[config.mk]
export PLATFORM = sky130hd
export DESIGN_NAME = reg_rename_unit
export DESIGN_NICKNAME = d
export VERILOG_FILES = /design/src/rtl/rnm_pkg.sv /design/src/rtl/rnm_name_fifo.sv /design/src/rtl/rnm_map_table.sv /design/src/rtl/rnm_ref_tracker.sv /design/src/rtl/reg_rename_unit.sv
export SDC_FILE = /design/constraint.sdc
export NUM_CORES = 2
export LEC_CHECK = 0
export BUFFER_PORTS_ARGS = -buffer_cell sky130_fd_sc_hd__buf_4
export CAP_MARGIN = 20
export CORE_MARGIN = 4
export CORE_UTILIZATION = 60
export CTS_CLUSTER_SIZE = 10
export DETAILED_ROUTE_END_ITERATION = 8
export GPL_ROUTABILITY_DRIVEN = 1
export PLACE_DENSITY = 0.76
export SETUP_SLACK_MARGIN = 0.1
export SYNTH_ARGS = -nofsm -noshare
export SYNTH_HDL_FRONTEND = slang
export SYNTH_HIERARCHICAL = 1
export SYNTH_SLANG_ARGS = --single-unit
[constraint.sdc]
create_clock -name clk -period 12.82 [get_ports clk]
set_clock_uncertainty 0.05 [all_clocks]
set_input_delay 3.205 -clock clk [delete_from_list [all_inputs] [get_ports clk]]
set_output_delay 3.205 -clock clk [all_outputs]
set_load 0.01 [all_outputs]
[src/rtl/rnm_pkg.sv]
// Package: default sizes shared by the rename block and its bench.
// Assumes the logical register count is a power of two.
package rnm_pkg;
    localparam int RNM_LOG_REGS  = 32;
    localparam int RNM_PHYS_REGS = 40;
    localparam int RNM_REF_CNT_W = 4;
endpackage

[src/rtl/rnm_name_fifo.sv]
// Circular FIFO of physical register names. It serves as both the free list
// and the return queue. It can start preloaded with INIT_COUNT consecutive
// names from INIT_BASE. The caller must not pop when empty or push when full
// unless it pops in the same cycle.
module rnm_name_fifo #(
    parameter int W          = 6,
    parameter int DEPTH      = 8,
    parameter int INIT_COUNT = 0,
    parameter int INIT_BASE  = 0,
    localparam int PTR_W     = (DEPTH > 1) ? $clog2(DEPTH) : 1,
    localparam int CW        = $clog2(DEPTH + 1)
) (
    input  logic          clk,
    input  logic          rst_n,
    input  logic          push,
    input  logic [W-1:0]  push_data,
    input  logic          pop,
    output logic [W-1:0]  head,
    output logic [CW-1:0] count,
    output logic          empty
);
    logic [W-1:0]     mem [DEPTH];
    logic [PTR_W-1:0] rd_ptr;
    logic [PTR_W-1:0] wr_ptr;

    function automatic logic [PTR_W-1:0] bump(input logic [PTR_W-1:0] p);
        return (p == PTR_W'(DEPTH - 1)) ? '0 : p + 1'b1;
    endfunction

    assign head  = mem[rd_ptr];
    assign empty = (count == '0);

    // Storage and pointers: preload on reset, then circular push and pop.
    always_ff @(posedge clk) begin
        if (!rst_n) begin
            for (int i = 0; i < DEPTH; i++)
                mem[i] <= (i < INIT_COUNT) ? W'(INIT_BASE + i) : '0;
            rd_ptr <= '0;
            wr_ptr <= PTR_W'(INIT_COUNT % DEPTH);
            count  <= CW'(INIT_COUNT);
        end else begin
            if (push) begin
                mem[wr_ptr] <= push_data;
                wr_ptr      <= bump(wr_ptr);
            end
            if (pop)
                rd_ptr <= bump(rd_ptr);
            count <= count + CW'(push) - CW'(pop);
        end
    end

    assert_no_underflow_R8: assert property (@(posedge clk) disable iff (!rst_n)
        pop |-> (count != '0));
    assert_no_overflow_R5: assert property (@(posedge clk) disable iff (!rst_n)
        (push && !pop) |-> (count != CW'(DEPTH)));
endmodule

[src/rtl/rnm_map_table.sv]
// Map from logical to physical names. It has three read ports and one write
// port. After reset, logical k maps to physical k. Reads are combinational
// and show the map before any write in the same cycle.
module rnm_map_table #(
    parameter int NUM_LOG = 32,
    parameter int LW      = 5,
    parameter int PW      = 6
) (
    input  logic          clk,
    input  logic          rst_n,
    input  logic [LW-1:0] rd_a,
    input  logic [LW-1:0] rd_b,
    input  logic [LW-1:0] rd_d,
    output logic [PW-1:0] q_a,
    output logic [PW-1:0] q_b,
    output logic [PW-1:0] q_d,
    input  logic          wr_en,
    input  logic [LW-1:0] wr_addr,
    input  logic [PW-1:0] wr_data
);
    logic [PW-1:0] map_q [NUM_LOG];

    assign q_a = map_q[rd_a];
    assign q_b = map_q[rd_b];
    assign q_d = map_q[rd_d];

    // Map state: identity on reset, one entry replaced per accepted load.
    always_ff @(posedge clk) begin
        if (!rst_n) begin
            for (int i = 0; i < NUM_LOG; i++)
                map_q[i] <= PW'(i);
        end else if (wr_en) begin
            map_q[wr_addr] <= wr_data;
        end
    end
endmodule

[src/rtl/rnm_ref_tracker.sv]
// Per-physical-register state. It keeps a count of open operand references
// and a flag for load data still outstanding. Four query ports read this
// state. It assumes done reports and data returns are consistent with the
// state.
module rnm_ref_tracker #(
    parameter int NUM_PHYS = 40,
    parameter int PW       = 6,
    parameter int CNT_W    = 4,
    localparam int CNT_MAX = (1 << CNT_W) - 1
) (
    input  logic          clk,
    input  logic          rst_n,
    input  logic          add_en,
    input  logic [PW-1:0] add_a,
    input  logic [PW-1:0] add_b,
    input  logic          add_d_en,
    input  logic [PW-1:0] add_d,
    input  logic          done_en,
    input  logic [PW-1:0] done_tag,
    input  logic          set_en,
    input  logic [PW-1:0] set_tag,
    input  logic          ret_en,
    input  logic [PW-1:0] ret_tag,
    input  logic [PW-1:0] q_a,
    input  logic [PW-1:0] q_b,
    input  logic [PW-1:0] q_d,
    input  logic [PW-1:0] q_h,
    output logic          pend_a,
    output logic          pend_b,
    output logic          pend_d,
    output logic          idle_h
);
    logic [CNT_W-1:0] cnt_w  [NUM_PHYS];
    logic             pend_w [NUM_PHYS];

    for (genvar p = 0; p < NUM_PHYS; p++) begin : g_ent
        logic [CNT_W-1:0] cnt_r;
        logic             pend_r;
        logic [1:0]       inc;
        logic             dec;

        // Count how many references this entry gains in the current cycle.
        always_comb begin
            inc = 2'(add_en && (add_a == PW'(p)))
                + 2'(add_en && (add_b == PW'(p)))
                + 2'(add_en && add_d_en && (add_d == PW'(p)));
            dec = done_en && (done_tag == PW'(p));
        end

        // Reference counter and awaiting-data flag for this entry.
        always_ff @(posedge clk) begin
            if (!rst_n) begin
                cnt_r  <= '0;
                pend_r <= 1'b0;
            end else begin
                cnt_r <= cnt_r + CNT_W'(inc) - CNT_W'(dec);
                if (set_en && (set_tag == PW'(p)))
                    pend_r <= 1'b1;
                else if (ret_en && (ret_tag == PW'(p)))
                    pend_r <= 1'b0;
            end
        end

        assign cnt_w[p]  = cnt_r;
        assign pend_w[p] = pend_r;

        assert_no_overflow_R10: assert property (@(posedge clk) disable iff (!rst_n)
            ((CNT_W+2)'(cnt_r) + (CNT_W+2)'(inc)) <= ((CNT_W+2)'(CNT_MAX) + (CNT_W+2)'(dec)));
    end

    assign pend_a = pend_w[q_a];
    assign pend_b = pend_w[q_b];
    assign pend_d = pend_w[q_d];
    assign idle_h = (cnt_w[q_h] == '0) && !pend_w[q_h];

    assert_done_has_ref_R10: assert property (@(posedge clk) disable iff (!rst_n)
        done_en |-> (cnt_w[done_tag] != '0));
    assert_ret_was_pending_R7: assert property (@(posedge clk) disable iff (!rst_n)
        ret_en |-> pend_w[ret_tag]);
    assert_alloc_not_pending_R6: assert property (@(posedge clk) disable iff (!rst_n)
        set_en |-> !pend_w[set_tag]);
endmodule

[src/rtl/reg_rename_unit.sv]
// Rename stage. It translates the source and destination fields of one
// instruction per cycle. A load draws a new physical destination from the
// free list and parks the displaced name in a return queue. A parked name
// goes back to the free list once it has no references and no pending data.
// Decode stalls on names still awaiting load data, and on a load when no
// free name is left. Results are registered one cycle after acceptance.
module reg_rename_unit import rnm_pkg::*; #(
    parameter int  NUM_LOG  = RNM_LOG_REGS,
    parameter int  NUM_PHYS = RNM_PHYS_REGS,
    parameter int  CNT_W    = RNM_REF_CNT_W,
    localparam int LW       = $clog2(NUM_LOG),
    localparam int PW       = $clog2(NUM_PHYS)
) (
    input  logic          clk,
    input  logic          rst_n,
    input  logic          in_valid,
    input  logic          in_is_load,
    input  logic [LW-1:0] in_src_a,
    input  logic [LW-1:0] in_src_b,
    input  logic [LW-1:0] in_dst,
    input  logic          rd_done_valid,
    input  logic [PW-1:0] rd_done_tag,
    input  logic          ld_ret_valid,
    input  logic [PW-1:0] ld_ret_tag,
    output logic          stall,
    output logic          out_valid,
    output logic [PW-1:0] out_phys_a,
    output logic [PW-1:0] out_phys_b,
    output logic [PW-1:0] out_phys_d
);
    localparam int SPARE = NUM_PHYS - NUM_LOG;
    localparam int FCW   = $clog2(SPARE + 1);

    logic [PW-1:0]  map_a, map_b, map_d;
    logic [PW-1:0]  free_head, ret_head, new_d;
    logic [FCW-1:0] free_cnt, ret_cnt;
    logic           free_empty, ret_empty;
    logic           pend_a, pend_b, pend_d, head_idle;
    logic           accept, accept_load, release_name;

    rnm_map_table #(.NUM_LOG(NUM_LOG), .LW(LW), .PW(PW)) u_map (
        .clk(clk), .rst_n(rst_n),
        .rd_a(in_src_a), .rd_b(in_src_b), .rd_d(in_dst),
        .q_a(map_a), .q_b(map_b), .q_d(map_d),
        .wr_en(accept_load), .wr_addr(in_dst), .wr_data(free_head)
    );

    rnm_name_fifo #(.W(PW), .DEPTH(SPARE), .INIT_COUNT(SPARE), .INIT_BASE(NUM_LOG)) u_free (
        .clk(clk), .rst_n(rst_n),
        .push(release_name), .push_data(ret_head), .pop(accept_load),
        .head(free_head), .count(free_cnt), .empty(free_empty)
    );

    rnm_name_fifo #(.W(PW), .DEPTH(SPARE), .INIT_COUNT(0), .INIT_BASE(0)) u_ret (
        .clk(clk), .rst_n(rst_n),
        .push(accept_load), .push_data(map_d), .pop(release_name),
        .head(ret_head), .count(ret_cnt), .empty(ret_empty)
    );

    rnm_ref_tracker #(.NUM_PHYS(NUM_PHYS), .PW(PW), .CNT_W(CNT_W)) u_refs (
        .clk(clk), .rst_n(rst_n),
        .add_en(accept), .add_a(map_a), .add_b(map_b),
        .add_d_en(!in_is_load), .add_d(map_d),
        .done_en(rd_done_valid), .done_tag(rd_done_tag),
        .set_en(accept_load), .set_tag(free_head),
        .ret_en(ld_ret_valid), .ret_tag(ld_ret_tag),
        .q_a(map_a), .q_b(map_b), .q_d(map_d), .q_h(ret_head),
        .pend_a(pend_a), .pend_b(pend_b), .pend_d(pend_d), .idle_h(head_idle)
    );

    // Decode hazards, acceptance and reclamation decisions for this cycle.
    always_comb begin
        stall = in_valid && (pend_a || pend_b
                             || (!in_is_load && pend_d)
                             || (in_is_load && free_empty));
        accept       = in_valid && !stall;
        accept_load  = accept && in_is_load;
        release_name = !ret_empty && head_idle;
        new_d        = in_is_load ? free_head : map_d;
    end

    // Output register: renamed fields one cycle after acceptance.
    always_ff @(posedge clk) begin
        if (!rst_n) begin
            out_valid  <= 1'b0;
            out_phys_a <= '0;
            out_phys_b <= '0;
            out_phys_d <= '0;
        end else begin
            out_valid <= accept;
            if (accept) begin
                out_phys_a <= map_a;
                out_phys_b <= map_b;
                out_phys_d <= new_d;
            end
        end
    end

    assert_names_conserved_R5: assert property (@(posedge clk) disable iff (!rst_n)
        (int'(free_cnt) + int'(ret_cnt)) == SPARE);
    assert_load_gets_head_R2: assert property (@(posedge clk) disable iff (!rst_n)
        (in_valid && in_is_load && !stall) |=> (out_valid && (out_phys_d == $past(free_head))));
    assert_stall_blocks_R9: assert property (@(posedge clk) disable iff (!rst_n)
        stall |=> !out_valid);
endmodule

### After elaboration in Yosys (flattened, before gate mapping)

Memories as Yosys holds them, arrays and structs flattened. A register that Yosys moved wholly into a read port is not among the register bits.
Cells that the tools add are included.

| cells by class | value |
|---|---|
| add/subtract/negate cells | 168 |
| order comparisons | 4 |
| equality and inequality tests | 238 |
| multiplexer cells | 120 |
| bitwise operators | 4 |
| reductions and logical operators | 307 |

Operators with widths:

| operator | count |
|---|---|
| 6-bit by 5-bit == test with 1-bit output (second input constant) | 96 |
| 6-bit by 4-bit == test with 1-bit output (second input constant) | 48 |
| 6-bit == test (second input constant) | 48 |
| 1-bit logical AND | 248 |
| 4-bit by 1-bit subtractor with 4-bit output | 42 |
| 4-bit by 2-bit adder with 4-bit output | 40 |
| 6-bit by 3-bit == test with 1-bit output (second input constant) | 24 |
| 1-bit 2-to-1 mux | 98 |
| 1-bit by 1-bit adder with 2-bit output | 40 |
| 2-bit by 1-bit adder with 2-bit output | 40 |
| 2-bit nonzero test | 40 |
| 6-bit by 2-bit == test with 1-bit output (second input constant) | 12 |
| 6-bit by 1-bit == test with 1-bit output (second input constant) | 6 |
| 6-bit zero test | 6 |
| 3-bit 2-to-1 mux | 10 |
| 7-bit >= comparator (second input constant) | 4 |
| 6-bit NOT with 7-bit output | 4 |
| 1-bit binary-select mux with 6-bit select | 4 |
| 4-bit binary-select mux with 6-bit select | 1 |
| 6-bit 2-to-1 mux | 4 |
| 6-bit OR reduction | 3 |
| 3-bit by 1-bit adder with 3-bit output (second input constant) | 4 |
| 3-bit == test (second input constant) | 4 |
| 4-bit zero test | 3 |
| other kinds (5) | 12 |

| word-level totals | value |
|---|---|
| register bits | 239 |
| memory bits (writable) | 288 |
| bits of input ports | 33 |
| output and inout bits | 20 |
| logic and storage cells | 934 |
| memories | 3 |

Memories:

| name | depth | width | rd ports | clocked after memory_dff | wr ports | line | RTL |
|---|---|---|---|---|---|---|---|
| u_map.map_q | 32 | 6 | 3 | 0 | 32 | rnm_map_table.sv:21 | `logic [PW-1:0] map_q [NUM_LOG];` |
| u_free.mem | 8 | 6 | 1 | 1 | 8 | rnm_name_fifo.sv:22 | `logic [W-1:0] mem [DEPTH];` |
| u_ret.mem | 8 | 6 | 1 | 1 | 8 | rnm_name_fifo.sv:22 |  |

### Longest topological paths before layout

An unclocked memory read counts as a cell.

| depth | value |
|---|---|
| depth in word-level cells | 17 |
| depth in mapped cells | 28 |
| depth with buffers taken out | 22 |

### Hierarchy

Netlist, hierarchy kept.

Modules (own cells, without submodules):

| module | times used | cells an instance | area each (um2) | seq. area each (um2) |
|---|---|---|---|---|
| rnm_ref_tracker | 1 | 1851 | 16628.4 | 4003.8 |
| rnm_map_table | 1 | 745 | 12039.0 | 5765.5 |
| rnm_name_fifo (u_free) | 1 | 201 | 2874.0 | 1701.6 |
| rnm_name_fifo (u_ret) | 1 | 199 | 2860.2 | 1701.6 |
| reg_rename_unit | 1 | 88 | 889.6 | 380.4 |

### Worst setup path before layout

No wires, ideal clock.

| timing | value |
|---|---|
| path type | input to output |
| from | input in_dst[2] |
| to | output stall |
| arrival time | 6618 ps |
| data required time | 9565 ps |
| setup slack | 2947 ps |
| stages on the path | 12 |
| path buffers | 3 |
| path through | buf_2 buf_1 mux4_2 mux4_2 mux2_2 buf_2 mux4_2 mux4_2 mux2i_1 o21ai_1 mux2i_4 a21boi_0 |

| on the way | value |
|---|---|
| longest elaborated chain between the ends | 9 |

Ends and longest elaborated chain:

| element | line | RTL |
|---|---|---|
| start: declaration | reg_rename_unit.sv:20 | `input logic [LW-1:0] in_dst,` |
| memory read 32 x 6 bit | n/a |  |
| via map_d[0] | reg_rename_unit.sv:34 | `logic [PW-1:0] map_a, map_b, map_d;` |
| 6-bit NOT with 7-bit output (not written as such) | rnm_ref_tracker.sv:73 | `assign pend_d = pend_w[q_d];` |
| 1-bit binary-select mux with 6-bit select | rnm_ref_tracker.sv:73 |  |
| 1-bit 2-to-1 mux (not written as such) (2 in series) | rnm_ref_tracker.sv:73 |  |
| via pend_d | reg_rename_unit.sv:38 | `logic pend_a, pend_b, pend_d, head_idle;` |
| 1-bit logical AND | reg_rename_unit.sv:74 | `\|\| (!in_is_load && pend_d)` |
| 1-bit logical OR | reg_rename_unit.sv:74 |  |
| 1-bit logical OR | reg_rename_unit.sv:75 | `\|\| (in_is_load && free_empty));` |
| 1-bit logical AND | reg_rename_unit.sv:73 | `stall = in_valid && (pend_a \|\| pend_b` |
| end: declaration | reg_rename_unit.sv:25 | `output logic stall,` |

The timed path passes the listed nets, and every way through them passes these cells. The select of a mux whose other input is x is not followed.

### Worst setup path after layout

| timing | value |
|---|---|
| from | input in_dst[1] |
| to | output stall |

The elaborated chain is that of the path after synthesis.

==> flow_metrics.py <==
metrics = {
    "routing": {
        "route.antenna.remaining_nets": 0,
        "route.detailed.wl_per_inst_um": 24.6,
        "drc": 0,
        "drtIter0Drc": 3120,
        "total_routed_length_um": 95000,
        "drt_via_density": 6.47,
        "dr.pass1.iters": 8,
        "route.vias.total": 25000,
    },
    "hold_path": {
        "hold_class": "reg -> reg",
    },
    "sta": {
        "final_hold_violation_count": 0,
        "worst-slew-pin-transition_ps": 1150,
        "timing_max_transition_violations_final": 0,
        "min_period_over_period_pct": 87.1,
        "rsz0062_at_grt": "false",
        "clock.fmax_mhz": 89.6,
        "setup_viol": 0,
        "setup_tns_ps": 0,
        "post-route-min-period_ps": 11160,
        "timing.slew.headroom_pct": 23.2,
    },
    "floorplan": {
        "placementRows": 88,
        "start_util_pct": 60.9,
        "area_of_the_die_sq_um": 62800,
        "die_h_um": 251,
        "die_width_um": 251,
        "pin_count": 53,
        "design.core.area_sq_um": 57900,
    },
    "clock_tree": {
        "tritoncts": "done",
        "ctsRootBufferMaster": "sky130_fd_sc_hd__clkbuf_16",
        "worst_setup_hold_path_clk_slew_ps": 50,
        "post-cts-setup-buffer-count": 0,
        "clock_tree.htree_level_count": 3,
        "tritoncts.num_buffers": 66,
        "clk_latency_ps": 630,
        "quantity_of_gates_resized_following_cts": 0,
        "numClockSinks": 533,
        "clock_path_buffers": 3,
        "cts-hold-fix-buffers": 0,
    },
    "grt": {
        "grt_pass1_vias": 25300,
        "grt_pass1_wl_um": 147000,
        "grt_util_met2_pct": 47.0,
        "global_route.peak_usage_layer": "met2",
        "grt_max_degree": 123,
        "overflow": 0,
        "grt_util_met3_pct": 6.45,
        "antenna_violations_before_repair": 3,
        "grt_util_met1_pct": 41.6,
        "grtUsageTotal_pct": 30.0,
    },
    "pwr": {
        "vdd.ir_drop.worst_v": 0.000203,
        "power_density_nw_per_um2": 128,
        "total_leakage_power_nw": 14.5,
        "power_mw": 4.86,
    },
    "status": {
        "status": "finished clean",
    },
    "final_layout": {
        "number_of_nets_in_the_layout": 3427,
        "area_delta_synth_final_pct": 7.80,
        "layout-drive-gt1-share_pct": 13.3,
    },
    "yosys": {
        "synth-seq-area-share_pct": 38.4,
        "count_of_distinct_cell_types_in_the_synthesized_netlist": 70,
        "most_frequently_used_cell_type_in_the_post_synthesis_netlist": "sky130_fd_sc_hd__and2_1",
        "post_synth_inst_count": 3084,
        "synth_top_area_cell": "sky130_fd_sc_hd__edfxtp_1",
        "netlist.area_leader.share_pct": 24.5,
        "avgSynthCellArea_sq_um": 11.4,
        "synthSimpleGateAreaFrac_pct": 16.2,
        "synthArstFlopShare_pct": 0,
        "synth-compound-area-share_pct": 4.94,
        "yosys-mux-area-fraction_pct": 17.6,
        "syn_nets": 3457,
        "synth-edff-count": 288,
        "ys.warnings.count": 6,
        "share_of_the_synthesized_netlist_area_taken_by_xor_and_xnor_gates_pct": 4.02,
        "ys_dominant_reg_cell": "sky130_fd_sc_hd__edfxtp_1",
        "synth_adder_area_share_pct": 13.8,
        "synth_top_family_by_area": "multiplexers",
        "synth_commonest_cells": "336 x sky130_fd_sc_hd__and2_1, 288 x sky130_fd_sc_hd__edfxtp_1, 266 x sky130_fd_sc_hd__inv_1",
        "synth_seq_cells": 533,
        "synth.cell_area_sq_um": 35300,
        "synth.top_cells.by_area": "sky130_fd_sc_hd__edfxtp_1 25%, sky130_fd_sc_hd__dfxtp_1 14%, sky130_fd_sc_hd__mux4_2 13%",
    },
    "placement": {
        "port-buffer-count": 52,
        "gp_congestion": 0.973,
        "hpwlAfterDp_um": 67200,
    },
    "worst_setup_path": {
        "timing.critical_path.fanout_max": 52,
        "arrival_time_of_the_worst_setup_path_ps": 7910,
        "crit_type": "in -> out",
        "crit_required_ps": 9560,
        "worstSetupEndpointType": "primary output",
        "startpoint_type": "primary input",
    },
    "flow_run": {
        "drv_cap": 0,
    },
}
-- cells by family after synthesis --
logic type,count (synthesis)
and+or+nand+nor,1033
DFF,533
buffers and inverters,436
adders and majority gates,340
muxes,305
AOI/OAI and AO/OA,275
xor gates and xnor gates,162
-- worst max-delay path: stages --
cell	delay (ps)
sky130_fd_sc_hd__buf_4	730
sky130_fd_sc_hd__mux4_1	670
sky130_fd_sc_hd__mux4_2	500
sky130_fd_sc_hd__mux2_2	590
sky130_fd_sc_hd__mux4_2	460
sky130_fd_sc_hd__nor2b_1	150
sky130_fd_sc_hd__a211oi_1	70
sky130_fd_sc_hd__a211oi_1	280
sky130_fd_sc_hd__nand2_1	90
sky130_fd_sc_hd__o21ai_1	180
sky130_fd_sc_hd__mux2i_4	170
sky130_fd_sc_hd__a21boi_0	540
sky130_fd_sc_hd__buf_4	230
-- final timing paths --
kind	end	slack [ps]	cells after the start	from
setup / recovery	stall	1660	13	in_dst[1]
setup reg to reg	u_refs/g_ent[15].cnt_r[2]	5310	20	u_map/map_q[21][0]
hold / removal	out_phys_a[5]	450	2	out_phys_a[5]
hold reg to reg	out_phys_a[5]	450	2	out_phys_a[5]
-- where the power goes --
part	switching, mW	internal [mW]	total (mW)
sequential	0.0772	1.90	1.97
combinational	0.708	0.418	1.13
clock	0.739	1.02	1.76
total	1.52	3.33	4.86
-- metal layers --
metal / vias to the layer above / wire, um
met5: - / 27
met4: 2 / 3800
met3: 290 / 10300
met2: 1492 / 43500
met1: 12300 / 37400
li1: 10900 / -
-- state kept, by name, summed over array words and instances, names as in the netlist, 6 cells and up, named ones only --
register,cells
u_refs/g_ent.pend_r,40
out_phys_a,6
out_phys_d,6
u_free/mem,48
u_refs/g_ent.cnt_r,160
u_map/map_q,192
out_phys_b,6
u_ret/mem,48
-- final cells by class --
type,instances,area (sq um)
Timing Repair Buffer,72,562
Clock inverter,12,180
Tap cell,765,957
Inverter,266,998
Multi-Input combinational cell,2115,20000
Antenna cell,1,2.50
Clock buffer,96,1840
Sequential cell,533,13600
Fill cell,4324,19900
-- through the flow --
step	utilization [%]	area, sq um	setup slack (ps)	std cells	hold WS [ps]
floorplan	-	35300	2950	3084	427
global placement	62.1	36000	1790	3746	435
detailed placement	62.1	36000	1690	3748	436
CTS	65.6	38000	1690	3856	449
global route	65.7	38000	1430	3859	464
finish	65.7	38000	1660	3860	449
-- cell usage in the layout, fill, tap and decap left out, types with 97 or more instances in the layout --
cell type	instances
sky130_fd_sc_hd__and2_1	336
sky130_fd_sc_hd__dfxtp_1	245
sky130_fd_sc_hd__edfxtp_1	288
sky130_fd_sc_hd__ha_1	258
sky130_fd_sc_hd__inv_1	266
sky130_fd_sc_hd__mux4_2	207
sky130_fd_sc_hd__nand2_1	186
sky130_fd_sc_hd__nor2_1	133
sky130_fd_sc_hd__or3_1	97
sky130_fd_sc_hd__xnor2_1	135
No activity file was read; power rests on OpenSTA's default activity.
